$ cat src/rtl/sport_pkg.sv
package sport_pkg;

  // control register bit positions
  localparam int CB_M0  = 7;
  localparam int CB_M1  = 6;
  localparam int CB_MPE = 5;
  localparam int CB_REN = 4;
  localparam int CB_TB9 = 3;
  localparam int CB_RB9 = 2;
  localparam int CB_TF  = 1;
  localparam int CB_RF  = 0;

  typedef enum logic [1:0] {
    SM_NONE = 2'b00,
    SM_8V   = 2'b01,
    SM_9F   = 2'b10,
    SM_9V   = 2'b11
  } sp_mode_e;

  typedef enum logic [1:0] {
    RX_IDLE,
    RX_START,
    RX_BITS,
    RX_STOP
  } sp_rx_st_e;

  function automatic logic sp_nine(sp_mode_e m);
    return (m == SM_9F) || (m == SM_9V);
  endfunction

  function automatic logic sp_active(sp_mode_e m);
    return m != SM_NONE;
  endfunction

  // total line bits in a frame, start and stop included
  function automatic logic [3:0] sp_frame_bits(logic nine);
    return nine ? 4'd11 : 4'd10;
  endfunction

  // a software write can only clear; a hardware set always wins
  function automatic logic sp_flag_next(logic cur, logic we, logic wbit, logic hw);
    return hw | (we ? (cur & wbit) : cur);
  endfunction

  // address filter: a 9-bit frame with bit 9 low is dropped while filtering
  function automatic logic sp_keep(logic nine, logic mpe, logic b9);
    return !(nine && mpe && !b9);
  endfunction

endpackage

$ cat src/rtl/sport_tx.sv
module sport_tx
  import sport_pkg::*;
#(
  parameter int OSR = 16
) (
  input  logic       clk,
  input  logic       rst_n,
  input  logic       tick,
  input  logic       start,
  input  logic       nine,
  input  logic       tb9,
  input  logic [7:0] data,
  output logic       txd,
  output logic       busy,
  output logic       done
);
  localparam int CW = $clog2(OSR);
  localparam logic [CW-1:0] CNT_END = CW'(OSR - 1);

  logic [10:0]   sh;
  logic [CW-1:0] cnt;
  logic [3:0]    idx;
  logic          nine_q;
  logic [3:0]    last_idx;

  assign last_idx = sp_frame_bits(nine_q) - 4'd1;
  assign txd      = busy ? sh[0] : 1'b1;

  always_ff @(posedge clk or negedge rst_n) begin
    if (!rst_n) begin
      sh     <= '1;
      cnt    <= '0;
      idx    <= '0;
      nine_q <= 1'b0;
      busy   <= 1'b0;
      done   <= 1'b0;
    end else begin
      done <= 1'b0;
      if (!busy) begin
        if (start) begin
          busy   <= 1'b1;
          nine_q <= nine;
          sh     <= nine ? {1'b1, tb9, data, 1'b0} : {2'b11, data, 1'b0};
          cnt    <= '0;
          idx    <= '0;
        end
      end else if (tick) begin
        if (cnt == CNT_END) begin
          cnt <= '0;
          sh  <= {1'b1, sh[10:1]};
          if (idx == last_idx) begin
            busy <= 1'b0;
            done <= 1'b1;
          end else begin
            idx <= idx + 4'd1;
          end
        end else begin
          cnt <= cnt + 1'b1;
        end
      end
    end
  end

endmodule

$ cat src/rtl/sport_rx.sv
module sport_rx
  import sport_pkg::*;
#(
  parameter int OSR   = 16,
  parameter int SYNC  = 2
) (
  input  logic       clk,
  input  logic       rst_n,
  input  logic       tick,
  input  logic       rxd,
  input  logic       arm,
  input  logic       nine,
  output logic       done,
  output logic [7:0] data,
  output logic       b9,
  output logic       stopb
);
  localparam int CW = $clog2(OSR);
  localparam logic [CW-1:0] CNT_END  = CW'(OSR - 1);
  localparam logic [CW-1:0] CNT_HALF = CW'(OSR / 2 - 1);

  logic [SYNC-1:0] sy;
  logic            rx_s;
  sp_rx_st_e       st;
  logic [CW-1:0]   cnt;
  logic [3:0]      idx;
  logic [8:0]      sh;
  logic            nine_q;
  logic [3:0]      last_idx;

  assign rx_s     = sy[SYNC-1];
  assign last_idx = nine_q ? 4'd8 : 4'd7;

  // synchronizer chain, one flop per stage
  for (genvar g = 0; g < SYNC; g++) begin : g_sync
    always_ff @(posedge clk or negedge rst_n) begin
      if (!rst_n) sy[g] <= 1'b1;
      else        sy[g] <= (g == 0) ? rxd : sy[(g == 0) ? 0 : g - 1];
    end
  end

  always_ff @(posedge clk or negedge rst_n) begin
    if (!rst_n) begin
      st     <= RX_IDLE;
      cnt    <= '0;
      idx    <= '0;
      sh     <= '0;
      nine_q <= 1'b0;
      done   <= 1'b0;
      data   <= '0;
      b9     <= 1'b0;
      stopb  <= 1'b1;
    end else begin
      done <= 1'b0;
      unique case (st)
        RX_IDLE: begin
          if (arm && !rx_s) begin
            st     <= RX_START;
            cnt    <= '0;
            nine_q <= nine;
          end
        end
        RX_START: begin
          if (tick) begin
            if (cnt == CNT_HALF) begin
              cnt <= '0;
              idx <= '0;
              st  <= rx_s ? RX_IDLE : RX_BITS;
            end else begin
              cnt <= cnt + 1'b1;
            end
          end
        end
        RX_BITS: begin
          if (tick) begin
            if (cnt == CNT_END) begin
              cnt <= '0;
              sh  <= {rx_s, sh[8:1]};
              idx <= idx + 4'd1;
              if (idx == last_idx) st <= RX_STOP;
            end else begin
              cnt <= cnt + 1'b1;
            end
          end
        end
        RX_STOP: begin
          if (tick) begin
            if (cnt == CNT_END) begin
              cnt   <= '0;
              done  <= 1'b1;
              stopb <= rx_s;
              data  <= nine_q ? sh[7:0] : sh[8:1];
              b9    <= nine_q ? sh[8] : 1'b0;
              st    <= RX_IDLE;
            end else begin
              cnt <= cnt + 1'b1;
            end
          end
        end
        default: st <= RX_IDLE;
      endcase
    end
  end

endmodule

$ cat src/rtl/sport_ctl.sv
module sport_ctl
  import sport_pkg::*;
#(
  parameter int OSR         = 16,
  parameter int SYNC_STAGES = 2
) (
  input  logic       clk,
  input  logic       rst_n,
  input  logic       ctl_we,
  input  logic [7:0] ctl_wdata,
  output logic [7:0] ctl_rdata,
  input  logic       txd_we,
  input  logic [7:0] txd_wdata,
  output logic [7:0] rxd_rdata,
  input  logic       baud_tick,
  input  logic       ser_rx,
  output logic       ser_tx,
  output logic       irq
);
  logic [7:0] ctl_q;
  logic [7:0] rxbuf_q;
  sp_mode_e   mode;
  logic       nine;
  logic       mpe;

  // named internal events
  logic       tx_go;
  logic       tx_busy;
  logic       tx_done_ev;
  logic       rx_arm;
  logic       rx_done_ev;
  logic       rx_take_ev;
  logic [7:0] rx_data;
  logic       rx_b9;
  logic       rx_stop;
  logic       rb9_ev;
  logic       rb9_val;

  assign mode   = sp_mode_e'({ctl_q[CB_M0], ctl_q[CB_M1]});
  assign nine   = sp_nine(mode);
  assign mpe    = ctl_q[CB_MPE];
  assign tx_go  = txd_we && sp_active(mode);
  assign rx_arm = ctl_q[CB_REN] && sp_active(mode);

  assign rx_take_ev = rx_done_ev && sp_keep(nine, mpe, rx_b9);
  assign rb9_ev     = (rx_take_ev && nine) || (rx_done_ev && !nine && !mpe);
  assign rb9_val    = nine ? rx_b9 : rx_stop;

  sport_tx #(.OSR(OSR)) u_tx (
    .clk   (clk),
    .rst_n (rst_n),
    .tick  (baud_tick),
    .start (tx_go),
    .nine  (nine),
    .tb9   (ctl_q[CB_TB9]),
    .data  (txd_wdata),
    .txd   (ser_tx),
    .busy  (tx_busy),
    .done  (tx_done_ev)
  );

  sport_rx #(.OSR(OSR), .SYNC(SYNC_STAGES)) u_rx (
    .clk   (clk),
    .rst_n (rst_n),
    .tick  (baud_tick),
    .rxd   (ser_rx),
    .arm   (rx_arm),
    .nine  (nine),
    .done  (rx_done_ev),
    .data  (rx_data),
    .b9    (rx_b9),
    .stopb (rx_stop)
  );

  always_ff @(posedge clk or negedge rst_n) begin
    if (!rst_n) begin
      ctl_q   <= '0;
      rxbuf_q <= '0;
    end else begin
      if (ctl_we) ctl_q[7:2] <= ctl_wdata[7:2];
      if (rb9_ev) ctl_q[CB_RB9] <= rb9_val;
      ctl_q[CB_TF] <= sp_flag_next(ctl_q[CB_TF], ctl_we, ctl_wdata[CB_TF], tx_done_ev);
      ctl_q[CB_RF] <= sp_flag_next(ctl_q[CB_RF], ctl_we, ctl_wdata[CB_RF], rx_take_ev);
      if (rx_take_ev) rxbuf_q <= rx_data;
    end
  end

  assign ctl_rdata = ctl_q;
  assign rxd_rdata = rxbuf_q;
  assign irq       = ctl_q[CB_TF] | ctl_q[CB_RF];

endmodule

$ cat config.mk
export PLATFORM = sky130hd
export DESIGN_NAME = sport_ctl
export DESIGN_NICKNAME = d
export VERILOG_FILES = /design/src/rtl/sport_pkg.sv /design/src/rtl/sport_tx.sv /design/src/rtl/sport_rx.sv /design/src/rtl/sport_ctl.sv
export SDC_FILE = /design/constraint.sdc
export NUM_CORES = 1
export LEC_CHECK = 0
export BUFFER_PORTS_ARGS = -buffer_cell sky130_fd_sc_hd__buf_2
export CAP_MARGIN = 0
export CORE_MARGIN = 5
export CORE_UTILIZATION = 45
export CTS_CLUSTER_SIZE = 25
export DETAILED_ROUTE_END_ITERATION = 10
export PLACE_DENSITY_LB_ADDON = 0.2
export SLEW_MARGIN = 15
export SYNTH_ARGS = -nofsm -noshare
export SYNTH_HDL_FRONTEND = slang
export SYNTH_HIERARCHICAL = 1
export SYNTH_SLANG_ARGS = --single-unit
$ cat constraint.sdc
create_clock -name clk -period 4.3 [get_ports clk]
set_input_delay 0.43 -clock clk [delete_from_list [all_inputs] [get_ports clk]]
set_output_delay 0.43 -clock clk [all_outputs]
set_load 0.03 [all_outputs]
### Word level (Yosys, flattened, before mapping)

Cells that the tools add are included.
W data, S select, Z words.

* input port bits: 22
* bits in registers: 71

* add/sub/neg operators: 5
* bitwise logic cells: 6
* reduce and logical (&&, ||, !) cells: 32
* mux-type cells: 56
* equal/unequal tests: 22

Operators by type and width (count)
* $mux W4: 18
* $mux W11: 4
* $mux W1: 20
* $mux W2: 9
* $add A4 B1 Y4 const B: 4
* $ne A2 B1 Y1 const B: 6
* $ne A2 B2 Y1 const B: 6
* $pmux W4 S3: 1
* $reduce_and A3 Y1: 4
* $mux W10: 1
* $logic_and A1 B1 Y1: 9
* $eq A2 B2 Y1 const B: 4
* $eq A4 B4 Y1: 2
* $eq A4 B4 Y1 const B: 2
* $mux W8: 1
* $pmux W2 S4: 1
* $pmux W4 S2: 1
* $reduce_and A8 Y1: 1
* $reduce_bool A2 Y1: 4
* $reduce_and A2 Y1: 3
* $logic_not A1 Y1: 5
* $reduce_and A5 Y1: 1
* $eq A4 B3 Y1 const B: 1
* $reduce_and A4 Y1: 1
* 8 further kinds: 12

### Logic depth before layout (Yosys ltp)

* word-level depth: 9
* depth in mapped cells: 7
* depth with buffers taken out: 5

### Hierarchy

Netlist, hierarchy kept.

By module, submodules not included
* sport_rx: area each 1605.3 sq um, times used 1, cells each 142, sequential area each 829.5 sq um
* sport_tx: area each 1073.5 sq um, times used 1, cells each 106, sequential area each 538.0 sq um
* sport_ctl: area each 884.6 sq um, times used 1, cells each 74, sequential area each 400.4 sq um

### Worst setup path before layout

OpenSTA, ideal clock, no wires.

* kind: register -> register
* start: reg ctl_q[7] (netlist: ctl_rdata[7])
* end: reg u_tx.idx[3]
* arrival time: 1778 ps
* path buffers: 1
* library setup time: 69 ps
* clock period less this slack: 1847 ps
* slack: 2453 ps
* stages on the path, launching flop included: 7
* data required time: 4231 ps
* cell sequence: dfrtp_1 > buf_6 > o21a_1 > inv_1 > o22a_1 > or4b_1 > nand3_1

* longest elaborated chain between the ends: 4

RTL lines
* start: declaration: line sport_ctl.sv:20 `logic [7:0] ctl_q;`
* start signal: assignment: line sport_ctl.sv:80 `if (ctl_we) ctl_q[7:2] <= ctl_wdata[7:2];`
* start signal: indexed assignment: line sport_ctl.sv:81 `if (rb9_ev) ctl_q[CB_RB9] <= rb9_val;`
* start signal: indexed assignment: line sport_ctl.sv:82 `ctl_q[CB_TF] <= sp_flag_next(ctl_q[CB_TF], ctl_we, ctl_wdata[CB_TF], tx_done_ev);`
* $reduce_bool A2 Y1: line sport_pkg.sv:32 `return m != SM_NONE;`
* $logic_and A1 B1 Y1: line sport_ctl.sv:42 `assign tx_go = txd_we && sp_active(mode);`
* named net tx_go: line sport_ctl.sv:27 `logic tx_go;`
* $reduce_bool A2 Y1 (no line)
* $reduce_and A4 Y1 (no line)
* end signal: assignment: line sport_tx.sv:55 `idx <= idx + 4'd1;`
* end: declaration: line sport_tx.sv:22 `logic [3:0] idx;`

The timed path passes the listed nets, and every way through them passes these cells.
A chain may end at the register's enable or synchronous reset.

### Worst setup path in the final report

Same ends and word-level chain as after synthesis.

==> impl_metrics.toml <==
[logic_synthesis]
synth_cells = 322
synthesis.nets = 348
ys_seq_area_share_pct = 49.6
ys_warn_count = 6
syn_area_sq_um = 3560
synth_compound_area_share_pct = 13.3
ys.flop_type = "dfrtp_1"
synthXorXnorAreaFrac_pct = 0.492
synth_edf_count = 0
synth_top_family_by_area = "simple AND/OR/NAND/NOR gates"
ys_types = 55
synth-seq-cells = 70
async_reset_ff_share_pct = 100
yosys.area_share.simple_pct = 18.9
synth.mux.area_fraction_pct = 11.4
avgSynthCellArea_sq_um = 11.1
synth-adder-area-share_pct = 1.40

[timing]
setup_viol = 0
fmax_mhz = 443
setup_tns_ns = 0
clock-skew-final_ns = 0.00695
worstMarginPinSlew_ns = 0.777
finalHoldViolCount = 0
slew_violations = 0
period_needed_ns = 2.26
fin_crit_sh_pct = 52.5
max_slew_margin_pct = 48.2
timing.final.ws_setup_ns = 2.04
hold_slack_ns = 0.168
grt_setup_unrepaired = "no"

[layout]
final_util_pct = 51.0
stdcell_area_sq_um = 3940
num-nets-final = 379
stdcell_count = 459
layout-drive-gt1-share_pct = 30.5
area_growth_pct = 10.5
antennaDiodeCount = 0

[clock_network]
numCtsBuffers = 9
cts-htree-levels = 3
clock_sinks = 70
cts_tree = "built"
clk_path_buf_depth = 2
insertion_delay_ns = 0.33
root_buffer = "clkbuf_8"
cts_hold_buf = 0
ctsResizeCount = 0
cts.clk_slew.worst_paths_ns = 0.07
post-cts-setup-buffer-count = 0

[placed_design]
place_inst = 444
dp_hpwl_mm = 4.59
gp_congestion = 0.733
post_dp_cell_area_sq_um = 3750
io_buffers = 39
place_ws_ns = 2.04

[detailed_routing]
routed_via_density = 5.29
num_vias = 2430
wirelength_mm = 6.76
initialDrtViolationCount = 75
ant_nets = 0
route.detailed.drc = 0
wl_per_cell_um = 14.7
firstDrtPassIters = 4

[die]
rows = 32
core_sq_um = 7730
ios = 40
die_y_um = 99.0
dieArea_sq_um = 9800
start_util_pct = 46.1
die_w_um = 99.0

[job]
maxCapViolCount = 0

[power]
vdd_drop_max_mv = 0.169
p_total_mw = 2.21
p_per_area_nw_per_um2 = 561
power_leakage_nw = 1.85

[grt]
grt_pass1_wl_mm = 11.6
grt_usage_pct = 14.6
overflow = 0
grt_max_degree = 37
first_global_vias = 2429
antenna_found_initial = 0

[worst_setup_path]
worstPathArrival_ns = 2.53
crit_chain = "o21a_1 -> inv_1 -> o22a_1 -> or4b_1 -> nand3_1"
r2r_setup_slack_ns = 2.04
cp-start-kind = "flop"
critical_path_class = "reg -> reg"
cpMaxStageDelayCell = "dfrtp_1"
cp.required_ns = 4.57
cp_max_fo = 22
end_kind = "flop"
critPathMaxStageDelay_ns = 0.72

[run_status]
status = "finished clean"

[hold_path]
hold_class = "in -> async"
cell type report:
| type | instances | area, sq um |
|---|---|---|
| Fill cell | 717 | 3790 |
| Sequential cell | 70 | 1770 |
| Multi-Input combinational cell | 225 | 1620 |
| Timing Repair Buffer | 41 | 210 |
| Clock buffer | 11 | 141 |
| Tap cell | 102 | 128 |
| Clock inverter | 4 | 47.5 |
| Inverter | 6 | 22.5 |
critical path: cells and delay by family, from the launching register on:
family | cells | cell delay [ns]
AO/OA/AOI/OAI | 2 | 0.70
flip-flops | 1 | 0.72
AND/OR/NAND/NOR | 2 | 0.66
buffers and inverters | 1 | 0.10
cell families (layout without fill, tap and decap cells):
family / after synthesis / after routing
XOR/XNOR: 2 / 2
buffers and inverters: 27 / 62
flip-flops: 70 / 70
AO/OA/AOI/OAI: 68 / 68
adder cells (fa/ha/maj): 4 / 4
multiplexers: 38 / 38
AND/OR/NAND/NOR: 113 / 113
cell usage in the layout, fill, tap and decap left out, types with 3 or more instances in the layout:
master    Yosys  final
dfrtp_1      57     57
buf_2         4     39
nand2_1      26     26
nor2_1       20     20
mux2i_1      19     19
mux2_2       18     18
a21oi_1      17     17
o21ai_0      17     17
dfstp_2      13     13
nand3_1      10     10
clkbuf_8      0     10
nand2b_1      8      8
nand4b_1      8      8
o211ai_2      8      8
inv_1         6      6
or2b_2        6      6
nor3_1        6      6
nor2b_1       5      5
o21a_1        4      4
a31oi_1       4      4
a22o_1        4      4
ha_1          4      4
a21o_1        3      3
nand4_1       3      3
nor3b_1       3      3
final timing paths:
check | startpoint | endpoint | cells past startpoint
worst min-delay path | rst_n | u_tx/idx[2]$_DFFE_PN0P_ | 1
worst max register to register | ctl_rdata[7]$_DFFE_PN0P_ | u_tx/idx[3]$_DFFE_PN0P_ | 5
worst min register to register | u_rx/sy[0]$_DFF_PN1_ | u_rx/rx_s$_DFF_PN1_ | 0
worst max-delay path | ctl_rdata[7]$_DFFE_PN0P_ | u_tx/idx[3]$_DFFE_PN0P_ | 5
max in group asynchronous | rst_n | u_rx/stopb$_DFFE_PN1P_ | 2
min in group clk | ser_rx | u_rx/sy[0]$_DFF_PN1_ | 1
registers in the layout (all words and copies together), names as in the netlist, 4 cells and up, named ones only:
signal and cells:
u_tx/sh 10, u_rx/sh 9, ctl_rdata 8, rxd_rdata 8, u_rx/data 8, u_rx/cnt 4
u_rx/idx 4, u_tx/cnt 4, u_tx/idx 4
per-layer routing:
metal	track usage (%)	wire length [um]	up-vias
met4	6.41	88	0
met3	3.26	244	10
met5	0	0	-
met2	22.2	3070	42
met1	19.9	3350	1156
li1	-	-	1222
cells in the mapped netlist (all sizes together), types with 3 or more instances:
master | count | area [sq um]
dfrtp | 57 | 1430
nand2 | 27 | 104
nor2 | 21 | 81.3
mux2 | 19 | 218
mux2i | 19 | 190
a21oi | 17 | 85.1
o21ai | 17 | 85.1
buf | 16 | 133
dfstp | 13 | 342
nand3 | 12 | 77.6
o211ai | 9 | 108
nand2b | 8 | 50.1
nand4b | 8 | 70.1
or2b | 8 | 67.6
inv | 6 | 22.5
nor3 | 6 | 30.0
clkbuf | 5 | 18.8
nor2b | 5 | 31.3
a22o | 4 | 35.0
a31oi | 4 | 25.0
ha | 4 | 50.1
o21a | 4 | 30.0
a21o | 3 | 22.5
and3 | 3 | 23.8
nand4 | 3 | 18.8
nor3b | 3 | 22.5
report_power, final:
part           total [mW]  switching (mW)  internal [mW]
registers            1.08           0.219          0.864
clock network       0.511           0.232          0.279
logic               0.615           0.315          0.300
total                2.21           0.765           1.44
Power figures use the tool's default switching activity.
